==> src/rtl/dio_regs_pkg.sv <==
package dio_regs_pkg;

  localparam int unsigned WORD_DIR    = 0;
  localparam int unsigned WORD_PIN    = 1;
  localparam int unsigned WORD_DIRECT = 2;
  localparam int unsigned WORD_TERM   = 3;
  localparam int unsigned WORD_SET    = 4;
  localparam int unsigned WORD_CLEAR  = 5;
  localparam int unsigned WORD_LED    = 8;

  typedef enum logic [2:0] {
    RD_ZERO,
    RD_DIR,
    RD_PIN,
    RD_TERM,
    RD_LED
  } rdSel_e;

  typedef struct packed {
    logic   wrDir;
    logic   wrTerm;
    logic   wrLed;
    logic   wrDirect;
    logic   wrSet;
    logic   wrClear;
    logic   rdLoad;
    rdSel_e rdSel;
  } ctrlStrobes_t;

endpackage

==> src/rtl/dio_regs_ctrl.sv <==
module dio_regs_ctrl
  import dio_regs_pkg::*;
#(
  parameter int unsigned ADDR_W = 4
) (
  input  logic              clk,
  input  logic              rstN,
  input  logic [ADDR_W-1:0] adr,
  input  logic              cyc,
  input  logic              stb,
  input  logic              we,
  input  logic              selLow,
  output ctrlStrobes_t      strobes,
  output logic              ack
);

  logic ackQ;
  logic req;
  logic wrEn;

  assign req  = cyc && stb && !ackQ;
  assign wrEn = req && we && selLow;

  always_comb begin
    strobes        = '0;
    strobes.rdSel  = RD_ZERO;
    strobes.rdLoad = req;
    unique case (adr)
      ADDR_W'(WORD_DIR): begin
        strobes.rdSel = RD_DIR;
        strobes.wrDir = wrEn;
      end
      ADDR_W'(WORD_PIN):    strobes.rdSel = RD_PIN;
      ADDR_W'(WORD_DIRECT): strobes.wrDirect = wrEn;
      ADDR_W'(WORD_TERM): begin
        strobes.rdSel  = RD_TERM;
        strobes.wrTerm = wrEn;
      end
      ADDR_W'(WORD_SET):   strobes.wrSet   = wrEn;
      ADDR_W'(WORD_CLEAR): strobes.wrClear = wrEn;
      ADDR_W'(WORD_LED): begin
        strobes.rdSel = RD_LED;
        strobes.wrLed = wrEn;
      end
      default: ;
    endcase
  end

  always_ff @(posedge clk or negedge rstN) begin
    if (!rstN) ackQ <= 1'b0;
    else       ackQ <= req;
  end

  assign ack = ackQ;

  AST_ACK_SINGLE: assert property (@(posedge clk) disable iff (!rstN)
    ackQ |=> !ackQ);
  AST_ACK_AFTER_REQ: assert property (@(posedge clk) disable iff (!rstN)
    (cyc && stb && !ackQ) |=> ackQ);

endmodule

==> src/rtl/dio_regs_datapath.sv <==
module dio_regs_datapath
  import dio_regs_pkg::*;
#(
  parameter int unsigned CHANNELS = 5,
  parameter int unsigned DATA_W   = 32,
  parameter int unsigned LEDS     = 2
) (
  input  logic                clk,
  input  logic                rstN,
  input  ctrlStrobes_t        strobes,
  input  logic [CHANNELS-1:0] wrBits,
  input  logic [LEDS-1:0]     wrLedBits,
  input  logic [CHANNELS-1:0] pinState,
  output logic [DATA_W-1:0]   rdData,
  output logic [CHANNELS-1:0] dirQ,
  output logic [CHANNELS-1:0] termQ,
  output logic [LEDS-1:0]     ledQ,
  output logic [CHANNELS-1:0] directDataQ,
  output logic                directWrQ,
  output logic [CHANNELS-1:0] setDataQ,
  output logic                setWrQ,
  output logic [CHANNELS-1:0] clearDataQ,
  output logic                clearWrQ
);

  localparam int unsigned PASS_N = 3;

  logic [DATA_W-1:0]   rdNext;
  logic [PASS_N-1:0]   passWr;
  logic [PASS_N-1:0]   passWrQ;
  logic [CHANNELS-1:0] passDataQ [PASS_N];

  // stored fields
  always_ff @(posedge clk or negedge rstN) begin
    if (!rstN) begin
      dirQ  <= '0;
      termQ <= '0;
      ledQ  <= '0;
    end else begin
      if (strobes.wrDir)  dirQ  <= wrBits;
      if (strobes.wrTerm) termQ <= wrBits;
      if (strobes.wrLed)  ledQ  <= wrLedBits;
    end
  end

  // pass-through words: same structure three times
  assign passWr = {strobes.wrClear, strobes.wrSet, strobes.wrDirect};

  for (genvar g = 0; g < PASS_N; g++) begin : gPass
    always_ff @(posedge clk or negedge rstN) begin
      if (!rstN) begin
        passWrQ[g]   <= 1'b0;
        passDataQ[g] <= '0;
      end else begin
        passWrQ[g] <= passWr[g];
        if (passWr[g]) passDataQ[g] <= wrBits;
      end
    end
  end

  assign directWrQ   = passWrQ[0];
  assign setWrQ      = passWrQ[1];
  assign clearWrQ    = passWrQ[2];
  assign directDataQ = passDataQ[0];
  assign setDataQ    = passDataQ[1];
  assign clearDataQ  = passDataQ[2];

  // read mux, registered into the ack cycle
  always_comb begin
    rdNext = '0;
    unique case (strobes.rdSel)
      RD_DIR:  rdNext = DATA_W'(dirQ);
      RD_PIN:  rdNext = DATA_W'(pinState);
      RD_TERM: rdNext = DATA_W'(termQ);
      RD_LED:  rdNext = DATA_W'(ledQ);
      default: rdNext = '0;
    endcase
  end

  always_ff @(posedge clk or negedge rstN) begin
    if (!rstN)               rdData <= '0;
    else if (strobes.rdLoad) rdData <= rdNext;
  end

  AST_DIRECT_PULSE: assert property (@(posedge clk) disable iff (!rstN)
    directWrQ |=> !directWrQ);
  AST_SET_PULSE: assert property (@(posedge clk) disable iff (!rstN)
    setWrQ |=> !setWrQ);
  AST_CLEAR_PULSE: assert property (@(posedge clk) disable iff (!rstN)
    clearWrQ |=> !clearWrQ);
  AST_STROBE_EXCL: assert property (@(posedge clk) disable iff (!rstN)
    $onehot0({directWrQ, setWrQ, clearWrQ}));
  AST_DIR_HOLD: assert property (@(posedge clk) disable iff (!rstN)
    !strobes.wrDir |=> $stable(dirQ));
  AST_TERM_HOLD: assert property (@(posedge clk) disable iff (!rstN)
    !strobes.wrTerm |=> $stable(termQ));
  AST_LED_HOLD: assert property (@(posedge clk) disable iff (!rstN)
    !strobes.wrLed |=> $stable(ledQ));

endmodule

==> src/rtl/dio_regs_slave.sv <==
module dio_regs_slave
  import dio_regs_pkg::*;
#(
  parameter int unsigned CHANNELS = 5,
  parameter int unsigned ADDR_W   = 4,
  parameter int unsigned DATA_W   = 32,
  parameter int unsigned SEL_W    = DATA_W / 8
) (
  input  logic                clk,
  input  logic                rstN,
  input  logic [ADDR_W-1:0]   busAdr,
  input  logic [DATA_W-1:0]   busDatIn,
  output logic [DATA_W-1:0]   busDatOut,
  input  logic                busCyc,
  input  logic                busStb,
  input  logic                busWe,
  input  logic [SEL_W-1:0]    busSel,
  output logic                busAck,
  output logic                busStall,
  input  logic [CHANNELS-1:0] pinStateIn,
  output logic [CHANNELS-1:0] dirOut,
  output logic [CHANNELS-1:0] termOut,
  output logic                ledBottom,
  output logic                ledTop,
  output logic [CHANNELS-1:0] directData,
  output logic                directWr,
  output logic [CHANNELS-1:0] setData,
  output logic                setWr,
  output logic [CHANNELS-1:0] clearData,
  output logic                clearWr
);

  localparam int unsigned LEDS = 2;

  ctrlStrobes_t    strobes;
  logic [LEDS-1:0] ledQ;
  logic            unusedBits;

  assign unusedBits = ^{busSel[SEL_W-1:1], busDatIn[DATA_W-1:CHANNELS]};

  dio_regs_ctrl #(.ADDR_W(ADDR_W)) i_ctrl (
    .clk     (clk),
    .rstN    (rstN),
    .adr     (busAdr),
    .cyc     (busCyc),
    .stb     (busStb),
    .we      (busWe),
    .selLow  (busSel[0]),
    .strobes (strobes),
    .ack     (busAck)
  );

  dio_regs_datapath #(
    .CHANNELS (CHANNELS),
    .DATA_W   (DATA_W),
    .LEDS     (LEDS)
  ) i_datapath (
    .clk         (clk),
    .rstN        (rstN),
    .strobes     (strobes),
    .wrBits      (busDatIn[CHANNELS-1:0]),
    .wrLedBits   (busDatIn[LEDS-1:0]),
    .pinState    (pinStateIn),
    .rdData      (busDatOut),
    .dirQ        (dirOut),
    .termQ       (termOut),
    .ledQ        (ledQ),
    .directDataQ (directData),
    .directWrQ   (directWr),
    .setDataQ    (setData),
    .setWrQ      (setWr),
    .clearDataQ  (clearData),
    .clearWrQ    (clearWr)
  );

  assign ledBottom = ledQ[0];
  assign ledTop    = ledQ[1];
  assign busStall  = 1'b0;

  AST_STROBE_IN_ACK: assert property (@(posedge clk) disable iff (!rstN)
    (directWr || setWr || clearWr) |-> busAck);
  AST_NO_STALL: assert property (@(posedge clk) disable iff (!rstN)
    busCyc |-> !busStall);

endmodule

==> config.mk <==
export PLATFORM = sky130hd
export DESIGN_NAME = dio_regs_slave
export DESIGN_NICKNAME = d
export VERILOG_FILES = /design/src/rtl/dio_regs_pkg.sv /design/src/rtl/dio_regs_ctrl.sv /design/src/rtl/dio_regs_datapath.sv /design/src/rtl/dio_regs_slave.sv
export SDC_FILE = /design/constraint.sdc
export NUM_CORES = 1
export LEC_CHECK = 0
export BUFFER_PORTS_ARGS = -buffer_cell sky130_fd_sc_hd__buf_4
export CELL_PAD_IN_SITES_DETAIL_PLACEMENT = 1
export CELL_PAD_IN_SITES_GLOBAL_PLACEMENT = 1
export CORE_MARGIN = 4
export CORE_UTILIZATION = 31
export DETAILED_ROUTE_END_ITERATION = 6
export PLACE_DENSITY = 0.91
export SLEW_MARGIN = 0
export SYNTH_ARGS = -nofsm -noshare
export SYNTH_HDL_FRONTEND = slang
export SYNTH_SLANG_ARGS = --single-unit
==> constraint.sdc <==
create_clock -name clk -period 2.3 [get_ports clk]
set_clock_uncertainty 0.05 [all_clocks]
set_input_delay 0.345 -clock clk [delete_from_list [all_inputs] [get_ports clk]]
set_output_delay 0.345 -clock clk [all_outputs]
set_load 0.02 [all_outputs]
==> results of run 1 <==
==> synthesized netlist by cell type, types with 2 or more instances <==
cell and instances:
sky130_fd_sc_hd__a211oi_1 2, sky130_fd_sc_hd__a221oi_1 3, sky130_fd_sc_hd__and4bb_2 2, sky130_fd_sc_hd__buf_4 28, sky130_fd_sc_hd__dfrtp_1 36, sky130_fd_sc_hd__mux2_2 33, sky130_fd_sc_hd__nand2_1 2, sky130_fd_sc_hd__nand3_1 2
sky130_fd_sc_hd__nor2_1 9
==> cell usage in the layout, fill, tap and decap left out <==
| cell type | instances |
|---|---|
| sky130_fd_sc_hd__conb_1 | 28 |
| sky130_fd_sc_hd__nor3_4 | 1 |
| sky130_fd_sc_hd__clkbuf_8 | 6 |
| sky130_fd_sc_hd__nor2b_1 | 1 |
| sky130_fd_sc_hd__a32oi_1 | 1 |
| sky130_fd_sc_hd__a211oi_1 | 2 |
| sky130_fd_sc_hd__nor3_1 | 1 |
| sky130_fd_sc_hd__nor3_2 | 1 |
| sky130_fd_sc_hd__nand3b_2 | 1 |
| sky130_fd_sc_hd__a221oi_1 | 3 |
| sky130_fd_sc_hd__nand3_1 | 2 |
| sky130_fd_sc_hd__nand2_1 | 2 |
| sky130_fd_sc_hd__nor2_1 | 9 |
| sky130_fd_sc_hd__o41ai_1 | 1 |
| sky130_fd_sc_hd__clkinv_1 | 1 |
| sky130_fd_sc_hd__a21oi_1 | 1 |
| sky130_fd_sc_hd__mux2_2 | 33 |
| sky130_fd_sc_hd__and4bb_2 | 2 |
| sky130_fd_sc_hd__or4b_4 | 1 |
| sky130_fd_sc_hd__clkbuf_1 | 2 |
| sky130_fd_sc_hd__and4b_1 | 1 |
| sky130_fd_sc_hd__inv_1 | 1 |
| sky130_fd_sc_hd__nor4bb_1 | 1 |
| sky130_fd_sc_hd__dfrtp_1 | 36 |
| sky130_fd_sc_hd__nand4b_1 | 1 |
| sky130_fd_sc_hd__nor3b_2 | 1 |
| sky130_fd_sc_hd__nand4bb_1 | 1 |
| sky130_fd_sc_hd__dlygate4sd3_1 | 1 |
| sky130_fd_sc_hd__o21a_1 | 1 |
| sky130_fd_sc_hd__buf_4 | 57 |
==> registers in the layout, summed over array words and instances, names as in the netlist <==
name                    count
i_datapath.clearWrQ         1
i_datapath.rdData           5
i_datapath.setDataQ         5
i_datapath.termQ            5
i_datapath.clearDataQ       5
i_datapath.directDataQ      5
i_datapath.dirQ             5
i_datapath.ledQ             2
i_datapath.directWrQ        1
i_datapath.setWrQ           1
i_ctrl.ack                  1
==> what timing repair did <==
action                                 in CTS  in global routing
setup endpoints to repair                   0                  0
endpoints found under the hold margin      36                  0
hold buffers                                1                  0
==> per-stage QoR <==
step                      power, mW  cell area, um2  worst slack, ns
after detailed placement       1.03            2170            0.326
after global routing           1.56            2270            0.297
final                          1.47            2270            0.453
after CTS                      1.50            2270            0.415
after floorplan               0.925            1870            0.579
after global placement         1.02            2170            0.338
==> how the worst max path moves through the flow <==
stage               start                   endpoint  slack [ns]  depth (start not counted)
6_report       i_ctrl.ack     i_datapath.setDataQ[4]        0.45                          4
5_1_grt        i_ctrl.ack     i_datapath.setDataQ[1]        0.30                          4
4_1_cts        i_ctrl.ack     i_datapath.setDataQ[0]        0.42                          4
3_5_place_dp    busAdr[3]  i_datapath.directDataQ[3]        0.33                          4
3_3_place_gp    busAdr[3]  i_datapath.directDataQ[1]        0.34                          4
2_1_floorplan   busAdr[2]  i_datapath.directDataQ[0]        0.58                          4
==> area by class of cell <==
type | count | area, um2 | area share [%]
sequential | 36 | 901 | 39.8
tap | 72 | 90.1 | 3.98
multi-input combinational | 96 | 739 | 32.6
clock buffer | 8 | 90.1 | 3.98
inverter | 2 | 7.51 | 0.331
timing repair buffer | 58 | 438 | 19.3
==> metal layers <==
metal | global-route usage [%] | wire [um] | vias to the layer above
li1 | - | - | 554
met1 | 15.5 | 1660 | 591
met2 | 21.0 | 2250 | 48
met3 | 4.94 | 333 | 6
met4 | 3.51 | 46 | 0
met5 | 0 | 0 | -
==> cells by family (layout without fill, tap and decap cells) <==
family / Yosys count / in the layout / share of synthesized area (%)
other: 1 / 28 / 0.212
muxes: 33 / 33 / 21.0
buffers and inverters: 32 / 68 / 13.2
DFF: 36 / 36 / 50.8
AOI/OAI and AO/OA: 9 / 9 / 4.02
and+or+nand+nor: 26 / 26 / 10.8
==> where the power goes <==
part | switching [mW] | leakage (nW) | total [mW] | internal, mW
sequential | 0.0308 | 0.487 | 0.710 | 0.679
clock | 0.209 | 0.0455 | 0.453 | 0.244
combinational | 0.182 | 0.653 | 0.311 | 0.128
total | 0.422 | 1.19 | 1.47 | 1.05
==> run summary, run 1 <==
======================================================================================
Mean area per synthesized cell                                                12.9 um2
Top cell type by total area after synthesis                               sky130_fd_sc_hd__dfrtp_1
Hold Crit Class                                                           input pin to flip-flop
Data arrival, critical path                                                    1.97 ns
Routed wirelength normalized by instance count                                 15.8 um
Post-synth EDFFs                                                                     0
Number of library cell types mapped by synthesis                                    29
Fraction of final layout cells with drive strength greater than 1                51.5%
Required time worst endpoint                                                   2.42 ns
Shortest clock period the worst path allows after layout                       1.85 ns
Clock buffer count from CTS                                                          5
Capture point of the worst reg-to-reg path                                i_datapath.setDataQ[4]
Weighted congestion reported at the end of routability-driven placement          0.780
Power density of the placed cells                                           651 nW/um2
Setup repair after global routing missed its margin                                 no
Diodes inserted                                                                      0
Number of vias per cell after detailed routing                                    4.41
Maximum achievable frequency                                                 0.541 GHz
Actual slew at the worst max-slew pin                                         0.658 ns
Origin of the critical flop-to-flop path                                    i_ctrl.ack
Violation count after the first detailed-routing iteration                          37
Worst hold slack across all endpoints                                         0.261 ns
Chain of cells forming the critical path                                  nand3b_2, clkinv_1, nand4b_1, mux2_2
Count of input and output buffers                                                   55
Clock-pin slew on the worst setup and hold paths                               0.07 ns
Via count of the first global-routing pass                                        1318
Portion of the post-synthesis area used by sequential elements                   50.8%
Hold violation count in the final report                                             0
Share of async-settable or async-resettable flops after synthesis                 100%
Die area                                                                      6990 um2
Slowest stage cell, crit path                                             sky130_fd_sc_hd__mux2_2
Netlist Area Pre-Place                                                        1770 um2
Residual DRC count                                                                   0
Area added between synthesis and finish                                          27.8%
Latest clock arrival within the worst-skew pair                                0.28 ns
Sink Count                                                                          36
Wire length of the first global-routing pass                                   6.96 mm
Number of warnings printed during yosys synthesis                                    0
Number of setup buffers added after CTS                                              0
Core Rows                                                                           27
Number of cells on the worst hold path                                               2
Synthesized netlist cell count                                                     137
CTS root buffer                                                           sky130_fd_sc_hd__clkbuf_8
H-tree Lvls                                                                          2
Largest net degree at the start of global routing                                   37
Status                                                                    complete, no violations
Worst slew margin relative to its limit                                          55.8%
CTS resizes                                                                          0
Total overflow reported by the global router                                         0
Setup slack of the most critical reg-to-reg path                               0.45 ns
Area fraction of the dominant cell type after synthesis                          50.8%
Worst-case reg-to-reg path depth                                                     4
Iteration count of the initial detailed-routing pass                                 3
Biggest fanout along the worst timing path                                          10
Die span in y                                                                  83.6 um
Core Util, Final                                                                 40.9%
TritonCTS clock tree                                                             built
Wirelength, routed                                                             4.29 mm
Post-route insts no fill                                                           272
Horiz. Die Dim                                                                 83.6 um
Number of cells in the design after placement                                      263
Number of synthesized register bits                                                 36
CTS Buffer Depth                                                                     2
Global Route Usage Sum                                                           12.7%
Dominant cells by area after synthesis                                    sky130_fd_sc_hd__dfrtp_1 51%, sky130_fd_sc_hd__mux2_2 21%, sky130_fd_sc_hd__buf_4 12%
Effective utilization at floorplan                                               32.0%
Final critical-path share of the clock period                                    80.3%
HP Start                                                                     busAdr[2]
Area inside the core boundary                                                 5540 um2
Fill cells                                                                         628
Type of destination of the critical path                                     flip-flop
Cell family with most CP delay                                            simple AND/OR/NAND/NOR gates
Final setup viols                                                                    0
Post-route setup TNS                                                              0 ns
Antenna violations before repair                                                     0
Final Max Slew Viols                                                                 0
Delay of the slowest cell on the worst path                                    0.40 ns
Post-DP HPWL                                                                   3.28 mm
Via count of the routed design                                                    1199
Worst setup SP type                                                          flip-flop
Endpoint of the worst hold path                                           i_datapath.rdData[0]
IR Drop Worst-Case VDD                                                      0.000332 V
Buf/Inv on CP                                                                        1
Number of nets with antenna violations after detailed routing                        0
Number of maximum-capacitance violations                                             0
Net total in the final layout                                                      249
Top-level I/O count                                                                114
Leak                                                                           1.19 nW
Start-to-end type of the worst setup path                                 flip-flop to flip-flop
Top flip-flop cell by instance count after synthesis                      sky130_fd_sc_hd__dfrtp_1
======================================================================================
Power figures use the tool's default switching activity.
==> run 2: changes to the inputs <==
--- a/config.mk
+++ b/config.mk
@@ -5,13 +5,14 @@
 export SDC_FILE = /design/constraint.sdc
 export NUM_CORES = 1
 export LEC_CHECK = 0
+export ABC_AREA = 1
 export BUFFER_PORTS_ARGS = -buffer_cell sky130_fd_sc_hd__buf_4
 export CELL_PAD_IN_SITES_DETAIL_PLACEMENT = 1
 export CELL_PAD_IN_SITES_GLOBAL_PLACEMENT = 1
 export CORE_MARGIN = 4
-export CORE_UTILIZATION = 31
+export CORE_UTILIZATION = 29
 export DETAILED_ROUTE_END_ITERATION = 6
-export PLACE_DENSITY = 0.91
+export PLACE_DENSITY = 0.9
 export SLEW_MARGIN = 0
 export SYNTH_ARGS = -nofsm -noshare
 export SYNTH_HDL_FRONTEND = slang
==> constraint.sdc (replaced) <==
create_clock -name clk -period 1.85 [get_ports clk]
set_clock_uncertainty 0.05 [all_clocks]
set_input_delay 0.2775 -clock clk [delete_from_list [all_inputs] [get_ports clk]]
set_output_delay 0.2775 -clock clk [all_outputs]
set_load 0.02 [all_outputs]
==> run summary, run 2 <==
======================================================================================
Status                                                                    complete, no violations
Number of synthesized register bits                                                 36
IR Drop Worst-Case VDD                                                      0.000429 V
Portion of the post-synthesis area used by sequential elements                   48.8%
Net total in the final layout                                                      334
Violation count after the first detailed-routing iteration                          64
Mean area per synthesized cell                                                8.28 um2
Slowest stage cell, crit path                                             sky130_fd_sc_hd__dfrtp_1
Cell family with most CP delay                                            simple AND/OR/NAND/NOR gates
Weighted congestion reported at the end of routability-driven placement          0.807
Capture point of the worst reg-to-reg path                                i_datapath.clearDataQ[2]
Worst-case reg-to-reg path depth                                                     6
Post-route insts no fill                                                           359
Number of vias per cell after detailed routing                                    4.50
Post-DP HPWL                                                                   3.97 mm
Global Route Usage Sum                                                           13.9%
Share of async-settable or async-resettable flops after synthesis                 100%
Combinational cell fraction of total power                                       19.2%
Chain of cells forming the critical path                                  inv_1, nand3_4, nor2_8, nand2_1, nand2_1, nand2_1
Data arrival, critical path                                                    1.60 ns
Worst setup SP type                                                          flip-flop
Area added between synthesis and finish                                          26.9%
Type of destination of the critical path                                     flip-flop
Top-level I/O count                                                                114
CTS Buffer Depth                                                                     2
Final Max Slew Viols                                                                 0
Antenna violations before repair                                                     0
Number of warnings printed during yosys synthesis                                    0
Power density of the placed cells                                           781 nW/um2
Origin of the critical flop-to-flop path                                    i_ctrl.ack
Diodes inserted                                                                      0
Sw Share                                                                         30.0%
CTS resizes                                                                          0
Number of library cell types mapped by synthesis                                    16
Core Util, Final                                                                 38.6%
Total overflow reported by the global router                                         0
Setup slack of the critical path after layout                                 0.374 ns
Fraction of final layout cells with drive strength greater than 1                27.1%
Die area                                                                      7700 um2
Most frequent cells after synthesis                                       95 x sky130_fd_sc_hd__nand2_1, 36 x sky130_fd_sc_hd__dfrtp_1, 33 x sky130_fd_sc_hd__nand3_1, 30 x sky130_fd_sc_hd__buf_4, 6 x sky130_fd_sc_hd__inv_1
Synthesized netlist cell count                                                     223
Busiest layer in global routing                                                   met2
Hold Crit Class                                                           input pin to flip-flop
TritonCTS clock tree                                                             built
Most used cells in the layout excluding fill and tap cells                95 x sky130_fd_sc_hd__nand2_1, 56 x sky130_fd_sc_hd__buf_4, 36 x sky130_fd_sc_hd__dfrtp_1
Top flip-flop cell by instance count after synthesis                      sky130_fd_sc_hd__dfrtp_1
Setup repair after global routing missed its margin                                 no
Post-route setup TNS                                                              0 ns
Residual DRC count                                                                   0
Number of nets with antenna violations after detailed routing                        0
CTS root buffer                                                           sky130_fd_sc_hd__clkbuf_8
Core Rows                                                                           28
Post-synth EDFFs                                                                     0
GR Util met2                                                                     23.9%
Internal power summed over all cells                                           1.28 mW
Critical path's most frequent cell                                        sky130_fd_sc_hd__nand2_1
Netlist Area Pre-Place                                                        1850 um2
Leak                                                                           1.36 nW
Number of cells on the worst hold path                                               3
Final critical-path share of the clock period                                    79.8%
Total cell area at the placement stage                                        2240 um2
Relative contribution of sequential cells to total power                         47.4%
Shortest clock period the worst path allows after layout                       1.48 ns
Design area                                                                   2340 um2
Sink Count                                                                          36
H-tree Lvls                                                                          2
Via count of the routed design                                                    1616
Routed wirelength normalized by instance count                                 14.5 um
Total power after layout                                                       1.83 mW
Horiz. Die Dim                                                                 87.8 um
Maximum achievable frequency                                                 0.678 GHz
Wirelength, routed                                                             5.20 mm
Clock-pin slew on the worst setup and hold paths                               0.07 ns
Buf/Inv on CP                                                                        1
Net switching power                                                           0.549 mW
Met3 GRT Util                                                                    3.76%
Fill cells                                                                         750
Delay of the slowest cell on the worst path                                    0.38 ns
Biggest fanout along the worst timing path                                          23
Number of cells in the design after placement                                      351
Endpoint of the worst hold path                                           i_datapath.setDataQ[2]
Start-to-end type of the worst setup path                                 flip-flop to flip-flop
Via count of the first global-routing pass                                        1680
Dpl ws                                                                        0.364 ns
Clock buffer count from CTS                                                          5
Portion of total power attributed to the clock network                           33.4%
Largest net degree at the start of global routing                                   37
Fraction of met1 tracks used by global routing                                   16.5%
Area fraction of the dominant cell type after synthesis                          48.8%
Most common cell after layout, fill and taps aside                        sky130_fd_sc_hd__nand2_1
Wire length of the first global-routing pass                                   8.12 mm
HP Start                                                                   busDatIn[2]
Top cell type by total area after synthesis                               sky130_fd_sc_hd__dfrtp_1
Setup slack of the most critical reg-to-reg path                               0.37 ns
Worst hold slack across all endpoints                                         0.204 ns
Effective utilization at floorplan                                               30.5%
Die span in y                                                                  87.8 um
Cell with the most instances after synthesis                              sky130_fd_sc_hd__nand2_1
Final setup viols                                                                    0
Hold violation count in the final report                                             0
Number of maximum-capacitance violations                                             0
Dominant cells by area after synthesis                                    sky130_fd_sc_hd__dfrtp_1 49%, sky130_fd_sc_hd__nand2_1 19%, sky130_fd_sc_hd__buf_4 12%
Area inside the core boundary                                                 6060 um2
Count of input and output buffers                                                   55
Latest clock arrival within the worst-skew pair                                0.29 ns
Required time worst endpoint                                                   1.98 ns
Iteration count of the initial detailed-routing pass                                 4
======================================================================================
run 2: cell count changes after synthesis, sizes merged, moves of 2 or more:
cell / change
a211oi: -2
a221oi: -3
and4bb: -2
inv: +8
mux2: -33
nand2: +95
nand3: +32
nor2: +2
nor3: -2
nor4: +2
o21ai: +2
run 2: timing repair:
action | 4_1_cts | 5_1_grt
buffers inserted | 0 | 0
hold buffers | 1 | 0
hold endpoints to repair | 36 | 0
run 2: power by group through the flow:
stage / registers, mW / logic [mW] / clock network (mW)
6_report: 0.868 / 0.352 / 0.611
4_1_cts: 0.868 / 0.355 / 0.629
3_5_place_dp: 0.882 / 0.353 / 0
3_3_place_gp: 0.881 / 0.344 / 0
5_1_grt: 0.874 / 0.382 / 0.660
2_1_floorplan: 0.935 / 0.174 / 0
run 2: worst max path at each step:
stage | startpoint | endpoint | slack [ns] | cells after the start
after floorplan | i_ctrl.ack | i_datapath.dirQ[0] | 0.61 | 6
after global placement | i_ctrl.ack | i_datapath.setDataQ[4] | 0.43 | 7
after detailed placement | i_ctrl.ack | i_datapath.clearDataQ[2] | 0.36 | 6
after CTS | i_ctrl.ack | i_datapath.clearDataQ[2] | 0.35 | 6
after global routing | i_ctrl.ack | i_datapath.directDataQ[1] | 0.24 | 6
final | i_ctrl.ack | i_datapath.clearDataQ[2] | 0.37 | 6
run 2: logic make-up (layout without fill, tap and decap cells):
| kind of cell | count (synthesis) | in the layout | share of synthesized area (%) |
|---|---|---|---|
| AND/OR/NAND/NOR | 145 | 145 | 36.4 |
| buffers and inverters | 39 | 73 | 14.0 |
| flip-flops | 36 | 36 | 48.8 |
| AO/OA/AOI/OAI | 2 | 2 | 0.542 |
| other | 1 | 28 | 0.203 |
run 2: worst reg2reg max path, stage by stage (launching register included):
cell	delay (ns)
sky130_fd_sc_hd__dfrtp_1	0.38
sky130_fd_sc_hd__inv_1	0.09
sky130_fd_sc_hd__nand3_4	0.15
sky130_fd_sc_hd__nor2_8	0.31
sky130_fd_sc_hd__nand2_1	0.21
sky130_fd_sc_hd__nand2_1	0.11
sky130_fd_sc_hd__nand2_1	0.06
run 2: metal layers:
layer	routed length (um)	vias up	share of wire, %
met5	0	-	0
met4	78	0	1.5
met3	413	9	7.9
met2	2670	56	51
met1	2040	781	39
li1	-	770	-
run 2: cell type report:
type	instances	area [um2]	area share, %
flip-flops and latches	36	901	38.5
inverters	9	33.8	1.44
clock buffers	7	96.3	4.11
repair buffers	57	430	18.4
multi-input cells	175	787	33.6
well taps	75	93.8	4.01
==> run 3: changes to the inputs <==
--- a/config.mk
+++ b/config.mk
@@ -5,14 +5,14 @@
 export SDC_FILE = /design/constraint.sdc
 export NUM_CORES = 1
 export LEC_CHECK = 0
-export ABC_AREA = 1
+export ABC_AREA = 0
 export BUFFER_PORTS_ARGS = -buffer_cell sky130_fd_sc_hd__buf_4
 export CELL_PAD_IN_SITES_DETAIL_PLACEMENT = 1
 export CELL_PAD_IN_SITES_GLOBAL_PLACEMENT = 1
 export CORE_MARGIN = 4
-export CORE_UTILIZATION = 29
+export CORE_UTILIZATION = 28
 export DETAILED_ROUTE_END_ITERATION = 6
-export PLACE_DENSITY = 0.9
+export PLACE_DENSITY = 0.87
 export SLEW_MARGIN = 0
 export SYNTH_ARGS = -nofsm -noshare
 export SYNTH_HDL_FRONTEND = slang
==> constraint.sdc (replaced) <==
create_clock -name clk -period 1.3 [get_ports clk]
set_clock_uncertainty 0.05 [all_clocks]
set_input_delay 0.195 -clock clk [delete_from_list [all_inputs] [get_ports clk]]
set_output_delay 0.195 -clock clk [all_outputs]
set_load 0.02 [all_outputs]
==> run summary, run 3 (synthesized netlist as in run 1, its figures left out) <==
======================================================================================
Leak                                                                           1.37 nW
Core Util, Final                                                                 43.6%
Horiz. Die Dim                                                                 87.6 um
Effective utilization at floorplan                                               29.4%
Origin of the critical flop-to-flop path                                    i_ctrl.ack
Iteration count of the initial detailed-routing pass                                 3
Wire length of the first global-routing pass                                   7.52 mm
Residual DRC count                                                                   0
Shortest clock period the worst path allows after layout                       1.52 ns
Critical path startpoint                                                    i_ctrl.ack
Type of destination of the critical path                                     flip-flop
Met3 GRT Util                                                                    4.70%
Area taken by multi-input logic gates                                          897 um2
Net total in the final layout                                                      270
Sink Count                                                                          36
Violations in the final reports                                           setup timing
Post-route setup TNS                                                          -4.18 ns
Hold Crit Class                                                           input pin to flip-flop
Setup slack of the most critical reg-to-reg path                              -0.22 ns
Fraction of met1 tracks used by global routing                                   15.5%
Number of maximum-capacitance violations                                             0
Number of vias per cell after detailed routing                                    4.44
Fill cells                                                                         664
Die area                                                                      7670 um2
Required time worst endpoint                                                   1.42 ns
H-tree Lvls                                                                          2
Final Max Slew Viols                                                                 0
Count of input and output buffers                                                   55
Area inside the core boundary                                                 6030 um2
Busiest layer in global routing                                                   met2
CTS root buffer                                                           sky130_fd_sc_hd__clkbuf_8
Weighted congestion reported at the end of routability-driven placement          0.757
Post-DP HPWL                                                                   3.73 mm
Capture point of the worst reg-to-reg path                                i_datapath.termQ[0]
Clock buffer count from CTS                                                          5
Setup repair after global routing missed its margin                                yes
TritonCTS clock tree                                                             built
Wirelength, routed                                                             4.92 mm
Hold violation count in the final report                                             0
Most used cells in the layout excluding fill and tap cells                72 x sky130_fd_sc_hd__buf_4, 35 x sky130_fd_sc_hd__dfrtp_1, 28 x sky130_fd_sc_hd__conb_1
Setup slack of the critical path after layout                                -0.216 ns
Routed wirelength normalized by instance count                                 16.6 um
Area added between synthesis and finish                                          48.1%
Clock-pin slew on the worst setup and hold paths                               0.08 ns
Worst setup SP type                                                          flip-flop
Total overflow reported by the global router                                         0
Start-to-end type of the worst setup path                                 flip-flop to flip-flop
Final setup viols                                                                   27
Fraction of final layout cells with drive strength greater than 1                61.5%
Number of nets with antenna violations after detailed routing                        0
GR Util met2                                                                     22.3%
Antenna violations before repair                                                     0
Maximum achievable frequency                                                 0.659 GHz
Via count of the first global-routing pass                                        1397
IR Drop Worst-Case VDD                                                      0.000579 V
Biggest fanout along the worst timing path                                           6
Power density of the placed cells                                          1040 nW/um2
Dpl ws                                                                       -0.416 ns
Core Rows                                                                           28
Die span in y                                                                  87.6 um
Global Route Usage Sum                                                           12.9%
Worst-case reg-to-reg path depth                                                     4
Area occupied by registers                                                     902 um2
Most common cell after layout, fill and taps aside                        sky130_fd_sc_hd__buf_4
CTS Buffer Depth                                                                     2
Data arrival, critical path                                                    1.64 ns
Top-level I/O count                                                                114
Largest net degree at the start of global routing                                   37
Diodes inserted                                                                      0
Final critical-path share of the clock period                                     117%
Latest clock arrival within the worst-skew pair                                0.28 ns
Violation count after the first detailed-routing iteration                          39
Destination of the critical timing path                                   i_datapath.termQ[0]
Via count of the routed design                                                    1313
Status                                                                    finished with violations
======================================================================================
## run 3: cell count changes in the layout (fill, tap and decap cells not counted), sizes merged, moves of 2 or more
cell and change:
nand3 -32, buf +22, nand2 -95, nor4 -2, a211oi +2, o21ai -2, nor2 -2, inv -8
mux2 +33, nor3 +2, a221oi +3, and4bb +2
## run 3: power breakdown
part	internal [mW]	switching [mW]
clock	0.431	0.396
sequential	1.20	0.0581
combinational	0.289	0.359
## run 3: worst min path at each step
stage | from | end | slack (ns) | cells past startpoint
2_1_floorplan | rstN | i_ctrl.ack | -0.15 | 0
3_3_place_gp | rstN | i_datapath.clearDataQ[2] | 0.13 | 1
3_5_place_dp | rstN | i_datapath.clearWrQ | 0.14 | 1
4_1_cts | busDatIn[2] | i_datapath.termQ[2] | 0.13 | 2
5_1_grt | busDatIn[2] | i_datapath.termQ[2] | 0.13 | 2
6_report | busDatIn[2] | i_datapath.termQ[2] | 0.14 | 2
## run 3: repair_timing
action                                 CTS  global route
hold buffers                             1             0
endpoints found under the hold margin   36             0
gates resized for setup                 16             7
setup endpoints to repair               31            32
cloned                                   0             0
setup buffers                            3             0
pin swaps                                2             0
## run 3: critical path, stage by stage, from the launching register on
cell and delay [ns]:
sky130_fd_sc_hd__dfrtp_2 0.40, sky130_fd_sc_hd__nand3b_4 0.24, sky130_fd_sc_hd__nor3b_4 0.26, sky130_fd_sc_hd__buf_4 0.16, sky130_fd_sc_hd__mux2_4 0.29
## run 3: cell type report
class,instances,area share [%]
tap,75,3.57
multi-input combinational,96,34.2
timing repair buffer,79,23.9
inverter,2,0.476
sequential,36,34.3
clock buffer,7,3.29
clock inverter,1,0.286
## run 3: metrics by stage
stage | total power, mW | std cells | hold WS, ns | area [um2]
2_1_floorplan | 1.65 | 164 | -0.151 | 1940
3_5_place_dp | 1.89 | 284 | 0.137 | 2380
4_1_cts | 2.75 | 296 | 0.128 | 2580
5_1_grt | 2.88 | 296 | 0.130 | 2630
6_report | 2.73 | 296 | 0.136 | 2630
3_3_place_gp | 1.87 | 284 | 0.127 | 2380
## run 3: routing by layer
metal  routed length, um  share of wire, %  vias to the layer above
li1                    -                 -                      598
met4                  31              0.63                        0
met5                   0                 0                        -
met2                2640                54                       40
met3                 343               7.0                        5
met1                1900                39                      670
